**src/rtl/cfg_spi_pkg.sv**
```systemverilog
package cfg_spi_pkg;

    localparam int WORD_W_DEF   = 8;
    localparam int ADDR_W_DEF   = 3;
    localparam int SYNC_DEPTH   = 2;

    typedef enum logic [1:0] {
        FR_IDLE      = 2'd0,
        FR_WAIT_RISE = 2'd1,
        FR_CLK_HIGH  = 2'd2,
        FR_REJECT    = 2'd3
    } frame_state_e;

    typedef enum logic [1:0] {
        SO_SRC_REG  = 2'd0,
        SO_SRC_SI   = 2'd1,
        SO_SRC_COMP = 2'd2,
        SO_SRC_NONE = 2'd3
    } so_src_e;

endpackage

```
**src/rtl/spi_pin_sync.sv**
```systemverilog
module spi_pin_sync #(
    parameter int          WIDTH   = 4,
    parameter int          STAGES  = 2,
    parameter logic [WIDTH-1:0] RST_VAL = '0
) (
    input  logic             clk,
    input  logic             rst_n,
    input  logic [WIDTH-1:0] pin_i,
    output logic [WIDTH-1:0] lvl_o
);

    for (genvar g = 0; g < WIDTH; g++) begin : g_lane
        logic [STAGES-1:0] chain;

        always_ff @(posedge clk or negedge rst_n) begin
            if (!rst_n) begin
                chain <= {STAGES{RST_VAL[g]}};
            end else begin
                chain <= {chain[STAGES-2:0], pin_i[g]};
            end
        end

        assign lvl_o[g] = chain[STAGES-1];
    end

endmodule

```
**src/rtl/spi_edge_det.sv**
```systemverilog
module spi_edge_det #(
    parameter int               WIDTH   = 2,
    parameter logic [WIDTH-1:0] RST_VAL = '0
) (
    input  logic             clk,
    input  logic             rst_n,
    input  logic [WIDTH-1:0] lvl_i,
    output logic [WIDTH-1:0] rise_o,
    output logic [WIDTH-1:0] fall_o
);

    logic [WIDTH-1:0] prev_q;

    always_ff @(posedge clk or negedge rst_n) begin
        if (!rst_n) begin
            prev_q <= RST_VAL;
        end else begin
            prev_q <= lvl_i;
        end
    end

    assign rise_o = lvl_i & ~prev_q;
    assign fall_o = ~lvl_i & prev_q;

endmodule

```
**src/rtl/spi_frame_fsm.sv**
```systemverilog
module spi_frame_fsm
    import cfg_spi_pkg::*;
#(
    parameter int WORD_W = 8,
    localparam int CNT_W = $clog2(WORD_W + 1)
) (
    input  logic              clk,
    input  logic              rst_n,
    input  logic              cs_rise_i,
    input  logic              cs_fall_i,
    input  logic              sck_lvl_i,
    input  logic              sck_rise_i,
    input  logic              sck_fall_i,
    input  logic              si_lvl_i,
    output logic              commit_o,
    output logic [WORD_W-1:0] word_o
);

    localparam logic [CNT_W-1:0] FULL_CNT = CNT_W'(WORD_W);

    frame_state_e      state_q, state_d;
    logic [CNT_W-1:0]  bit_cnt_q;
    logic [WORD_W-1:0] shift_q;
    logic              commit_q;

    // state register
    always_ff @(posedge clk or negedge rst_n) begin
        if (!rst_n) begin
            state_q <= FR_IDLE;
        end else begin
            state_q <= state_d;
        end
    end

    // next-state logic
    always_comb begin
        state_d = state_q;
        unique case (state_q)
            FR_IDLE: begin
                if (cs_fall_i) begin
                    state_d = sck_lvl_i ? FR_REJECT : FR_WAIT_RISE;
                end
            end
            FR_WAIT_RISE: begin
                if (cs_rise_i) begin
                    state_d = FR_IDLE;
                end else if (sck_rise_i) begin
                    state_d = (bit_cnt_q == FULL_CNT) ? FR_REJECT : FR_CLK_HIGH;
                end
            end
            FR_CLK_HIGH: begin
                if (cs_rise_i) begin
                    state_d = FR_IDLE;
                end else if (sck_fall_i) begin
                    state_d = FR_WAIT_RISE;
                end
            end
            FR_REJECT: begin
                if (cs_rise_i) begin
                    state_d = FR_IDLE;
                end
            end
            default: state_d = FR_IDLE;
        endcase
    end

    // datapath and outputs
    always_ff @(posedge clk or negedge rst_n) begin
        if (!rst_n) begin
            bit_cnt_q <= '0;
            shift_q   <= '0;
            commit_q  <= 1'b0;
        end else begin
            commit_q <= (state_q == FR_WAIT_RISE) && cs_rise_i && (bit_cnt_q == FULL_CNT);
            if (state_q == FR_IDLE && cs_fall_i) begin
                bit_cnt_q <= '0;
            end else if (state_q == FR_WAIT_RISE && sck_rise_i && !cs_rise_i
                         && bit_cnt_q != FULL_CNT) begin
                shift_q   <= {shift_q[WORD_W-2:0], si_lvl_i};
                bit_cnt_q <= bit_cnt_q + 1'b1;
            end
        end
    end

    assign commit_o = commit_q;
    assign word_o   = shift_q;

    AST_CNT_BOUND: assert property (@(posedge clk) disable iff (!rst_n)
        bit_cnt_q <= FULL_CNT);

    AST_COMMIT_FULL: assert property (@(posedge clk) disable iff (!rst_n)
        commit_q |-> bit_cnt_q == FULL_CNT);

    AST_COMMIT_AT_IDLE: assert property (@(posedge clk) disable iff (!rst_n)
        commit_q |-> state_q == FR_IDLE);

    AST_REJECT_STICKY: assert property (@(posedge clk) disable iff (!rst_n)
        (state_q == FR_REJECT && !cs_rise_i) |=> state_q == FR_REJECT);

endmodule

```
**src/rtl/cfg_reg_file.sv**
```systemverilog
module cfg_reg_file #(
    parameter int ADDR_W   = 3,
    parameter int DATA_W   = 5,
    parameter int NUM_REGS = 5,
    localparam int WORD_W  = ADDR_W + DATA_W
) (
    input  logic                       clk,
    input  logic                       rst_n,
    input  logic                       commit_i,
    input  logic [WORD_W-1:0]          word_i,
    output logic [NUM_REGS*DATA_W-1:0] regs_flat_o,
    output logic [ADDR_W-1:0]          last_addr_o
);

    logic [ADDR_W-1:0] addr;
    logic [DATA_W-1:0] payload;
    logic              addr_ok;
    logic [ADDR_W-1:0] last_addr_q;

    assign addr    = word_i[WORD_W-1 -: ADDR_W];
    assign payload = word_i[DATA_W-1:0];
    assign addr_ok = ({1'b0, addr} < (ADDR_W+1)'(NUM_REGS));

    for (genvar r = 0; r < NUM_REGS; r++) begin : g_reg
        logic [DATA_W-1:0] val_q;

        always_ff @(posedge clk or negedge rst_n) begin
            if (!rst_n) begin
                val_q <= '0;
            end else if (commit_i && addr == ADDR_W'(r)) begin
                val_q <= payload;
            end
        end

        assign regs_flat_o[r*DATA_W +: DATA_W] = val_q;
    end

    always_ff @(posedge clk or negedge rst_n) begin
        if (!rst_n) begin
            last_addr_q <= '0;
        end else if (commit_i && addr_ok) begin
            last_addr_q <= addr;
        end
    end

    assign last_addr_o = last_addr_q;

    AST_HOLD_NO_COMMIT: assert property (@(posedge clk) disable iff (!rst_n)
        !commit_i |=> $stable(regs_flat_o));

    AST_BAD_ADDR_IGNORED: assert property (@(posedge clk) disable iff (!rst_n)
        (commit_i && !addr_ok) |=> ($stable(regs_flat_o) && $stable(last_addr_o)));

endmodule

```
**src/rtl/diag_so_mux.sv**
```systemverilog
module diag_so_mux
    import cfg_spi_pkg::*;
#(
    parameter int ADDR_W   = 3,
    parameter int DATA_W   = 5,
    parameter int NUM_REGS = 5,
    localparam int RB_W    = ADDR_W + DATA_W
) (
    input  logic                       clk,
    input  logic                       rst_n,
    input  logic                       cs_lvl_i,
    input  logic                       cs_fall_i,
    input  logic                       sck_fall_i,
    input  logic                       si_lvl_i,
    input  logic                       comp_lvl_i,
    input  logic [NUM_REGS*DATA_W-1:0] regs_flat_i,
    input  logic [ADDR_W-1:0]          last_addr_i,
    input  logic                       diag_en_i,
    input  logic [1:0]                 src_i,
    output logic                       so_o
);

    logic [DATA_W-1:0] sel_val;
    logic [RB_W-1:0]   rb_shift_q;
    logic              so_d, so_q;
    so_src_e           src;

    assign src = so_src_e'(src_i);

    always_comb begin
        sel_val = '0;
        for (int r = 0; r < NUM_REGS; r++) begin
            if (last_addr_i == ADDR_W'(r)) begin
                sel_val = regs_flat_i[r*DATA_W +: DATA_W];
            end
        end
    end

    always_ff @(posedge clk or negedge rst_n) begin
        if (!rst_n) begin
            rb_shift_q <= '0;
        end else if (cs_fall_i) begin
            rb_shift_q <= {last_addr_i, sel_val};
        end else if (sck_fall_i && !cs_lvl_i) begin
            rb_shift_q <= {rb_shift_q[RB_W-2:0], 1'b0};
        end
    end

    always_comb begin
        so_d = 1'b0;
        if (diag_en_i) begin
            unique case (src)
                SO_SRC_REG:  so_d = rb_shift_q[RB_W-1];
                SO_SRC_SI:   so_d = si_lvl_i;
                SO_SRC_COMP: so_d = comp_lvl_i;
                SO_SRC_NONE: so_d = 1'b0;
                default:     so_d = 1'b0;
            endcase
        end
    end

    always_ff @(posedge clk or negedge rst_n) begin
        if (!rst_n) begin
            so_q <= 1'b0;
        end else begin
            so_q <= so_d;
        end
    end

    assign so_o = so_q;

    AST_SO_QUIET: assert property (@(posedge clk) disable iff (!rst_n)
        !diag_en_i |=> !so_o);

endmodule

```
**src/rtl/cfg_spi_bank.sv**
```systemverilog
module cfg_spi_bank
    import cfg_spi_pkg::*;
#(
    parameter int ADDR_W = ADDR_W_DEF,
    parameter int WORD_W = WORD_W_DEF,
    localparam int DATA_W   = WORD_W - ADDR_W,
    localparam int NUM_REGS = 5
) (
    input  logic              clk,
    input  logic              rst_n,
    input  logic              spi_cs_n,
    input  logic              spi_sck,
    input  logic              spi_si,
    input  logic              comp_in,
    output logic              spi_so,
    output logic [DATA_W-1:0] freq_cfg,
    output logic [DATA_W-1:0] gain_cfg,
    output logic [DATA_W-1:0] integ_cfg,
    output logic [DATA_W-1:0] presc_cfg,
    output logic [DATA_W-1:0] test_cfg
);

    localparam int DIAG_BIT = DATA_W - 1;
    localparam int SRC_MSB  = DATA_W - 2;

    // lanes: 3 comp, 2 si, 1 sck, 0 cs
    logic [3:0] pin_lvl;
    logic [1:0] edge_rise, edge_fall;
    logic       commit;
    logic [WORD_W-1:0]          word;
    logic [NUM_REGS*DATA_W-1:0] regs_flat;
    logic [ADDR_W-1:0]          last_addr;

    spi_pin_sync #(
        .WIDTH   (4),
        .STAGES  (SYNC_DEPTH),
        .RST_VAL (4'b0001)
    ) u_sync (
        .clk   (clk),
        .rst_n (rst_n),
        .pin_i ({comp_in, spi_si, spi_sck, spi_cs_n}),
        .lvl_o (pin_lvl)
    );

    spi_edge_det #(
        .WIDTH   (2),
        .RST_VAL (2'b01)
    ) u_edge (
        .clk    (clk),
        .rst_n  (rst_n),
        .lvl_i  (pin_lvl[1:0]),
        .rise_o (edge_rise),
        .fall_o (edge_fall)
    );

    spi_frame_fsm #(
        .WORD_W (WORD_W)
    ) u_frame (
        .clk        (clk),
        .rst_n      (rst_n),
        .cs_rise_i  (edge_rise[0]),
        .cs_fall_i  (edge_fall[0]),
        .sck_lvl_i  (pin_lvl[1]),
        .sck_rise_i (edge_rise[1]),
        .sck_fall_i (edge_fall[1]),
        .si_lvl_i   (pin_lvl[2]),
        .commit_o   (commit),
        .word_o     (word)
    );

    cfg_reg_file #(
        .ADDR_W   (ADDR_W),
        .DATA_W   (DATA_W),
        .NUM_REGS (NUM_REGS)
    ) u_regs (
        .clk         (clk),
        .rst_n       (rst_n),
        .commit_i    (commit),
        .word_i      (word),
        .regs_flat_o (regs_flat),
        .last_addr_o (last_addr)
    );

    assign freq_cfg  = regs_flat[0*DATA_W +: DATA_W];
    assign gain_cfg  = regs_flat[1*DATA_W +: DATA_W];
    assign integ_cfg = regs_flat[2*DATA_W +: DATA_W];
    assign presc_cfg = regs_flat[3*DATA_W +: DATA_W];
    assign test_cfg  = regs_flat[4*DATA_W +: DATA_W];

    diag_so_mux #(
        .ADDR_W   (ADDR_W),
        .DATA_W   (DATA_W),
        .NUM_REGS (NUM_REGS)
    ) u_so (
        .clk         (clk),
        .rst_n       (rst_n),
        .cs_lvl_i    (pin_lvl[0]),
        .cs_fall_i   (edge_fall[0]),
        .sck_fall_i  (edge_fall[1]),
        .si_lvl_i    (pin_lvl[2]),
        .comp_lvl_i  (pin_lvl[3]),
        .regs_flat_i (regs_flat),
        .last_addr_i (last_addr),
        .diag_en_i   (test_cfg[DIAG_BIT]),
        .src_i       (test_cfg[SRC_MSB -: 2]),
        .so_o        (spi_so)
    );

    AST_SO_RESET_LOW: assert property (@(posedge clk)
        !rst_n |=> (!spi_so || !rst_n));

endmodule

```
**config.mk**
```make
export PLATFORM = sky130hd
export DESIGN_NAME = cfg_spi_bank
export DESIGN_NICKNAME = d
export VERILOG_FILES = /design/src/rtl/cfg_spi_pkg.sv /design/src/rtl/spi_pin_sync.sv /design/src/rtl/spi_edge_det.sv /design/src/rtl/spi_frame_fsm.sv /design/src/rtl/cfg_reg_file.sv /design/src/rtl/diag_so_mux.sv /design/src/rtl/cfg_spi_bank.sv
export SDC_FILE = /design/constraint.sdc
export NUM_CORES = 1
export LEC_CHECK = 0
export BUFFER_PORTS_ARGS = -buffer_cell sky130_fd_sc_hd__buf_2
export CAP_MARGIN = 0
export CORE_MARGIN = 4
export CORE_UTILIZATION = 35
export DETAILED_ROUTE_END_ITERATION = 12
export SYNTH_ARGS = -nofsm -noshare
export SYNTH_HDL_FRONTEND = slang
export SYNTH_SLANG_ARGS = --single-unit
```
**constraint.sdc**
```tcl
create_clock -name clk -period 1.5 [get_ports clk]
set_input_delay 0.225 -clock clk [delete_from_list [all_inputs] [get_ports clk]]
set_output_delay 0.225 -clock clk [all_outputs]
set_load 0.05 [all_outputs]
```
## Word level (Yosys, flattened, before mapping)

Cells that the tools add are included.

- Add/subtract/negate cells: 1
- Order comparisons: 1
- Equality and inequality tests: 20
- Muxes and demuxes: 20
- Bitwise gates (word level): 5
- Reduce and logical (&&, ||, !) cells: 23

Operators by type and width:

| operator | number |
|---|---|
| $mux W5 | 5 |
| $mux W8 | 2 |
| $mux W2 | 7 |
| $logic_and A1 B1 Y1 | 13 |
| $eq A3 B2 Y1 const B | 4 |
| $eq A2 B2 Y1 const B | 4 |
| $mux W4 | 2 |
| $pmux W2 S4 | 1 |
| $eq A3 B1 Y1 const B | 2 |
| $eq A3 B3 Y1 const B | 2 |
| $logic_not A3 Y1 | 2 |
| $ne A3 B3 Y1 const B | 2 |
| $add A4 B1 Y4 const B | 1 |
| $and A2 B2 Y2 | 2 |
| $eq A2 B1 Y1 const B | 2 |
| $eq A4 B4 Y1 const B | 1 |
| $logic_not A2 Y1 | 2 |
| $ne A2 B2 Y1 const B | 2 |
| $ne A4 B4 Y1 const B | 1 |
| $not A2 Y2 | 2 |
| $pmux W1 S4 | 1 |
| $reduce_and A4 Y1 | 1 |
| $reduce_bool A2 Y1 | 2 |
| $lt A3 B3 Y1 const B | 1 |
| 4 further kinds | 6 |

- Flip-flop bits (word level): 62
- Output and inout bits: 26
- Word-level logic and storage cells: 87

## Longest topological paths before layout

Gate-level depths: netlist of run 1.

- Depth after elaboration: 7
- Mapped depth: 7
- Depth with buffers taken out: 6

## Cells and area by module

A second synthesis of run 1 with hierarchy kept.

- Cell total of the unflattened synthesis: 221
- Area, all modules: 2,874.0 µm²

By module, submodules not included:

| module | times used | cells each | area an instance (µm²) |
|---|---|---|---|
| cfg_reg_file | 1 | 68 | 1,124.8 |
| spi_frame_fsm | 1 | 63 | 809.5 |
| diag_so_mux | 1 | 72 | 620.6 |
| spi_pin_sync | 1 | 12 | 232.7 |
| spi_edge_det | 1 | 6 | 86.3 |

## Worst setup path after synthesis of run 1

OpenSTA, ideal clock, no wires.

- Kind: register -> register
- From: register u_sync.g_lane[0].chain[1]
- To: register u_frame.state_q[1]
- Setup time: 0.125 ns
- Arrival time: 1.448 ns
- Required time: 1.375 ns
- Path slack: -0.073 ns
- Stages on the path, launching flop included: 4
- Path buffers: 0
- Cells stage by stage: dfstp_2 > or2b_2 > o221ai_1 > mux2_2

- Cells in the longest elaborated chain, start to end: 4

RTL lines:

| what | RTL line | source |
|---|---|---|
| start, declared | spi_pin_sync.sv:13 | `logic [STAGES-1:0] chain;` |
| start signal, assigned | spi_pin_sync.sv:17 | `chain <= {STAGES{RST_VAL[g]}};` |
| start signal, assigned | spi_pin_sync.sv:19 | `chain <= {chain[STAGES-2:0], pin_i[g]};` |
| $not A2 Y2 | spi_edge_det.sv:23 | `assign fall_o = ~lvl_i & prev_q;` |
| $and A2 B2 Y2 | spi_edge_det.sv:23 |  |
| $ne A2 B2 Y1 (no line) | n/a |  |
| $reduce_and A4 Y1 (no line) | n/a |  |
| end signal, assigned | spi_frame_fsm.sv:31 | `state_q <= state_d;` |
| end, declared | spi_frame_fsm.sv:21 | `frame_state_e state_q, state_d;` |

Several ways; a longest one is shown, not always the timed one.
A chain may end at the register's enable or synchronous reset.

## Worst setup path in the final report of run 1

Ends and elaborated chain as after synthesis.

==> results of run 1 <==
==> cell families after synthesis <==
logic type,Yosys count
buffers and inverters,21
flip-flops,62
AND/OR/NAND/NOR,52
AO/OA/AOI/OAI,50
XOR/XNOR,1
adder cells (fa/ha/maj),2
multiplexers,39
==> timing repair <==
action | 4_1_cts | 5_1_grt
endpoints found under the hold margin | 19 | 0
setup endpoints to repair | 3 | 19
buffers inserted | 2 | 1
gates resized for setup | 3 | 11
hold buffers | 5 | 0
pin swaps | 1 | 1
==> flip-flops by register name (all words and copies together), names as in the netlist <==
register,count
u_regs.g.val_q,25
u_frame.word_o,8
u_so.rb_shift_q,8
u_sync.g_lane.chain,8
u_frame.bit_cnt_q,4
u_regs.last_addr_o,3
u_edge.prev_q,2
u_frame.state_q,2
u_frame.commit_o,1
u_so.so_o,1
==> critical path, cell delays in order (launching register included) <==
cell	delay (ns)
dfstp_2	0.55
or2b_4	0.29
o221ai_2	0.21
mux2_4	0.32
==> through the flow <==
step / hold slack, ns / total power [µW]
2_1_floorplan: -0.0706 / 2320
3_3_place_gp: 0.197 / 2610
3_5_place_dp: 0.193 / 2620
4_1_cts: 0.348 / 4490
5_1_grt: 0.359 / 4670
6_report: 0.348 / 4440
==> routing by layer <==
| metal | track usage (%) | vias up |
|---|---|---|
| li1 | - | 929 |
| met1 | 18.3 | 965 |
| met2 | 23.4 | 38 |
| met3 | 3.73 | 10 |
| met4 | 4.47 | 0 |
| met5 | 0 | - |
==> placed cells by master, fill, tap and decap left out, drive strengths merged, types with 3 or more instances in the layout <==
cell	n
inv	8
nand3b	3
clkbuf	10
o221ai	5
dfrtp	59
nor2	8
and3	3
bufinv	3
mux2i	3
dlygate4sd3	5
nand2	13
o21ai	15
clkinv	3
buf	53
dfstp	3
o21a	4
mux2	36
a22oi	3
nand3	4
a32oi	5
a21oi	8
nand2b	3
nor2b	6
==> how the worst min path moves through the flow <==
stage                                     end  slack, ns  cells after the start                       from
floorplan                    u_edge.prev_q[1]      -0.07                      0                      rst_n
CTS                 u_sync.g_lane[2].chain[1]       0.35                      0  u_sync.g_lane[2].chain[0]
detailed placement   u_regs.g_reg[1].val_q[1]       0.19                      1                      rst_n
global route        u_sync.g_lane[1].chain[1]       0.36                      0  u_sync.g_lane[1].chain[0]
finish              u_sync.g_lane[2].chain[1]       0.35                      0  u_sync.g_lane[2].chain[0]
global placement     u_regs.g_reg[1].val_q[1]       0.20                      1                      rst_n
==> layout make-up <==
class	instances	area [µm²]	area share (%)
Sequential cell	62	1560	43.8
Multi-Input combinational cell	144	1180	33.3
Timing Repair Buffer	58	412	11.6
Clock buffer	10	138	3.87
Tap cell	102	128	3.59
Clock inverter	6	109	3.06
Inverter	8	30.0	0.844
==> power by group <==
group	internal, µW	switching, µW	total, µW
registers	1810	210	2020
clock network	1150	651	1800
logic	338	282	620
total	3290	1140	4440
==> metrics.txt, run 1 <==
status=finished, final reports clean; DR pass1 iterations=4; power density cells=~1200 nW/µm²; layout cell share with drive strength beyond 1=roughly 44%; uppermost layer routed=met4; GRT overflow=0; #FFs+latches synth=62; post-synthesis compound-gate area fraction=between 10% and 20%; final core occ=45.8%; core box area=a little under 8000 µm²; DRC viols=0; synthesized area=~2800 µm²; worst path required time=around 1.7 ns; post-synthesis simple-gate area fraction=11.7%; Detail Route Antenna Nets=0; H-Tree Depth=3; Ys Warns=0; sequential-to-total area share from yosys stat=a little under three fifths; adder-cell share of the synthesized area=less than 1%; endpoint of the most critical setup path=u_frame.state_q[1]; Final min period=1.49 ns; setup violation total in the final timing report=0; worst-skew pair later-pin latency=around 0.34 ns; Rel. slew slack=between 60 and 70%; worst setup path startpoint=u_sync.g_lane[0].chain[1]; fill count=between 700 and 800; Ports=32; die height=97.7 µm; dpl ws=-0.0240 ns; total wire length=roughly 6100 µm; min-delay worst type=reg -> reg; setup_tns=0 ns; RSZ-0062 raised after global routing=true; CTS tree=yes; top cell types by occurrence after synthesis=dfrtp_1, mux2_2, nand2_1, o21ai_0; most frequent cell after synthesis=dfrtp_1; Core Rows=32; mean cell area of the mapped netlist=12.4 µm²; Peak Freq=between 600 and 700 MHz; Clock Sinks=62; WL met3=229 µm; RR Endpoint=u_frame.state_q[1]; Least-Margin Pin Slew=0.464 ns; largest family of logic cells by synthesized area=multiplexers; skew final=0.00792 ns; initial antenna violation count=0; Crit Path Max Fanout=3; placed cell areas=3200 µm²; CP arrival=1.71 ns; Root Driver=clkbuf_8; Max IR drop VDD=~0.0006 V; WL met1=approximately 2800 µm; static leakage=between 0.0015 and 0.002 µW; flop-to-flop setup slack=roughly 0.012 ns; DR vias=~1,900; Synth area leader=dfrtp_1; final net count=about 290; Synth top area share=between 50 and 60%; critical setup path kind=reg -> reg; Initial Utilization=36.3%; Worst Reg-to-Reg Cells=3; Clock Pin Slew Worst Setup and Hold Paths=0.07 ns; largest net degree at the start of global routing=25; Layout Cells excl Fill=390; r2r startpoint=u_sync.g_lane[0].chain[1]; Synth async-reset ratio=100%; synth top area cells=dfrtp_1, mux2_2, dfstp_2, o21ai_0, nand2_1; gr usage total=14.2%; Final Hold Vio Count=0; Area Growth Syn to Fin=26.3%; Die W=between 90 and 100 µm; Setup crit start kind=flop; met2 wire len=between 2000 and 3000 µm; multiplexer share of the synthesized area=between 15 and 20%; count of cell types in the netlist=45; # placed instances=about 370; vias in the first global route=approximately 2,100; first-pass GRT wire length=about 11,000 µm; TritonCTS Buffers=9; n_diodes=0; CTS Buffer Depth=2; Final Cell Area=between 3000 and 4000 µm²; xor-xnor portion of the synthesized cell area=less than 1%; prevailing post-synth register cell=dfrtp_1; Syn Nets=235; IO buf count=31; CP endpoint kind=flop; Die ar.=between 9000 and 10,000 µm²; HPWL after detailed placement=around 4400 µm; Post-synth EDFFs=0; max cap viols=0; Slew Limit Fails=0; Cells after Synth=around 230; ratio of final minimum period to clock period=between 90% and 100%; Vias/cell=4.98; initial DRC count=81; RD Place Congestion=between 0.8 and 0.9; Final WS setup=between 0.01 and 0.015 ns; WL/cell=15.7 µm
(Power assumes the default switching activity.)
==> run 2, diff against run 1 <==
--- a/config.mk
+++ b/config.mk
@@ -5,6 +5,7 @@
 export SDC_FILE = /design/constraint.sdc
 export NUM_CORES = 1
 export LEC_CHECK = 0
+export ABC_AREA = 1
 export BUFFER_PORTS_ARGS = -buffer_cell sky130_fd_sc_hd__buf_2
 export CAP_MARGIN = 0
 export CORE_MARGIN = 4
==> metrics.txt, run 2 <==
status=finished, final reports clean; Peak Freq=735 MHz (+9.3%); vias in the first global route=2,126 (+3.4%); first-pass GRT wire length=10,700 µm (unchanged); dpl ws=0.0972 ns (+0.121 ns); #FFs+latches synth=62 (unchanged); internal power=2950 µW (-10%); DRC viols=0 (unchanged); largest reg by FF count=u_regs.g.val_q; critical path's slowest cell=dfrtp_1; part of the power in registers=47.4% (+1.9 points); die height=96.3 µm (-1.5%); prevailing post-synth register cell=dfrtp_1; ratio of final minimum period to clock period=90.8% (-8.5 points); total wire length=6220 µm (+1.4%); largest net degree at the start of global routing=27 (+8.0%); synthesized area=2730 µm² (-3.2%); CP bufs+invs=2 (+2); WL/cell=13.6 µm (-14%); Setup crit start kind=flop; Gate power share=15.6% (+1.6 points); setup_tns=0 ns (unchanged); commonest cells after routing, fill and taps aside=nand2_1, dfrtp_1, o21ai_0; Core Rows=31 (-3.1%); worst-skew pair later-pin latency=0.34 ns (about the same); fill count=738 (+2.6%); min-delay worst type=reg -> reg; IO buf count=31 (unchanged); core box area=7410 µm² (-4.6%); skew final=0.0145 ns (+0.00662 ns); HPWL after detailed placement=4490 µm (+1.2%); final net count=362 (+24%); H-Tree Depth=3 (unchanged); Rel. slew slack=65.2% (-3.6 points); Initial Utilization=36.8% (+0.56 points); initial DRC count=131 (+62%); Post-synth EDFFs=0 (unchanged); Syn Nets=312 (+33%); initial antenna violation count=0 (unchanged); mean cell area of the mapped netlist=8.97 µm² (-28%); Least-Margin Pin Slew=0.521 ns (+0.0577 ns); Ports=32 (unchanged); Power, Total=4150 µW (-6.4%); Detail Route Antenna Nets=0 (unchanged); Crit Path Max Fanout=14 (+11); postcts setup bufs=0 (-2); Ys Warns=0 (unchanged); gr usage total=15.3% (+1.1 points); Die ar.=9270 µm² (-2.9%); Final Hold Vio Count=0 (unchanged); Clock Pin Slew Worst Setup and Hold Paths=0.07 ns (about the same); delay-heaviest family, CP=flip-flops; sequential-to-total area share from yosys stat=57.0% (+1.8 points); worst path required time=1.71 ns (about the same); critical setup path kind=reg -> reg; CTS tree=yes; layout cell share with drive strength beyond 1=22.8% (-21 points); Cells after Synth=304 (+34%); crit-path max cell delay=0.39 ns (-0.16 ns); DR vias=2,207 (+14%); static leakage=0.00163 µW (-3.3%); Sw Share=29.0% (+3.2 points); Synth top area share=54.1% (+1.7 points); max cap viols=0 (unchanged); Final WS setup=0.139 ns (+0.127 ns); max FFs per register=25 (unchanged); GRT overflow=0 (unchanged); Clock Sinks=62 (unchanged); count of cell types in the netlist=29 (-36%); CP Cell Sequence=inv_1, ha_1, nand3_2, nand2_2, nor2_8, buf_12, nand2_1, o21ai_1; sw power=1200 µW (+5.4%); Synth async-reset ratio=100% (unchanged); CTS Buffer Depth=2 (unchanged); TritonCTS Buffers=9 (unchanged); Die W=96.3 µm (-1.5%); power density cells=1240 nW/µm² (-0.64%); Root Driver=clkbuf_8; DR pass1 iterations=4 (unchanged); most frequent cell after synthesis=nand2_1; Max IR drop VDD=0.000592 V (+0.23%); RD Place Congestion=0.883 (+6.3%); RSZ-0062 raised after global routing=false; Slew Limit Fails=0 (unchanged); final core occ=45.2% (-0.55 points); Synth area leader=dfrtp_1; clock share of power=37.0% (-3.5 points); leading cell type in the layout, fill and taps excluded=nand2_1; Area Growth Syn to Fin=22.9%; synth top area cells=dfrtp_1, nand2_1, o21ai_0, inv_1, dfstp_2; setup violation total in the final timing report=0 (unchanged); CP endpoint kind=flop; CP arrival=1.57 ns (-0.14 ns); top cell types by occurrence after synthesis=nand2_1, dfrtp_1, o21ai_0; n_diodes=0 (unchanged); Final min period=1.36 ns (-0.127 ns); Vias/cell=4.82 (-3.2%)
-- run 2: changes by cell type in the layout (fill, tap and decap cells not counted), moves of 9 or more --
cell,change
o21ai_1,+11
nand4_1,+11
inv_1,+20
buf_4,-12
mux2_2,-33
nor2_1,+9
nand2_1,+59
o21ai_0,+25
-- run 2: metrics by stage --
step	hold slack, ns	cell area [µm²]	cells
after global routing	0.361	3350	458
after global placement	0.242	3080	437
after CTS	0.353	3340	458
final	0.349	3350	458
after floorplan	-0.0706	2730	304
after detailed placement	0.244	3080	437
-- run 2: timing repair --
action,in CTS,in global routing
endpoints found under the setup margin,0,9
endpoints found under the hold margin,20,0
resized for setup,0,3
hold buffers,5,0
-- run 2: power groups by stage --
stage	Combinational [µW]	Clock (µW)	Sequential [µW]
after floorplan	431	0	1960
after global placement	624	0	1990
after detailed placement	633	0	1990
after CTS	644	1570	1970
after global routing	751	1660	1990
final	647	1540	1970
-- run 2: path summary, 6_finish.rpt --
kind                                                start                   endpoint  slack, ns  depth (start not counted)
worst max register to register       u_frame.bit_cnt_q[0]          u_frame.word_o[2]       0.14                          8
worst max-delay path                 u_frame.bit_cnt_q[0]          u_frame.word_o[2]       0.14                          8
max in group asynchronous                           rst_n   u_regs.g_reg[2].val_q[3]       0.55                          3
worst min-delay path            u_sync.g_lane[2].chain[0]  u_sync.g_lane[2].chain[1]       0.35                          0
min in group asynchronous                           rst_n      u_regs.last_addr_o[0]       0.42                          2
worst min register to register  u_sync.g_lane[2].chain[0]  u_sync.g_lane[2].chain[1]       0.35                          0
-- run 2: logic make-up after synthesis --
kind of cell,count (synthesis),share of synthesized area [%]
adders and majority gates,2,0.917
xor gates and xnor gates,2,0.642
AOI/OAI and AO/OA,67,12.8
DFF,62,57.0
and+or+nand+nor,130,22.2
buffers and inverters,41,6.47
-- run 2: metal layers --
metal	up-vias	wire length [µm]	global-route usage, %
li1	1108	-	-
met1	1045	3010	22.1
met2	49	2860	22.5
met3	5	300	2.42
met4	0	54	6.75
met5	-	0	0
-- run 2: final cells by class --
| cell class | count | area, µm² | share of cell area (%) |
|---|---|---|---|
| Inverter | 34 | 128 | 3.81 |
| Multi-Input combinational cell | 201 | 1000 | 29.9 |
| Tap cell | 99 | 124 | 3.70 |
| Sequential cell | 62 | 1560 | 46.4 |
| Clock inverter | 3 | 42.5 | 1.27 |
| Timing Repair Buffer | 46 | 330 | 9.85 |
| Clock buffer | 13 | 169 | 5.04 |
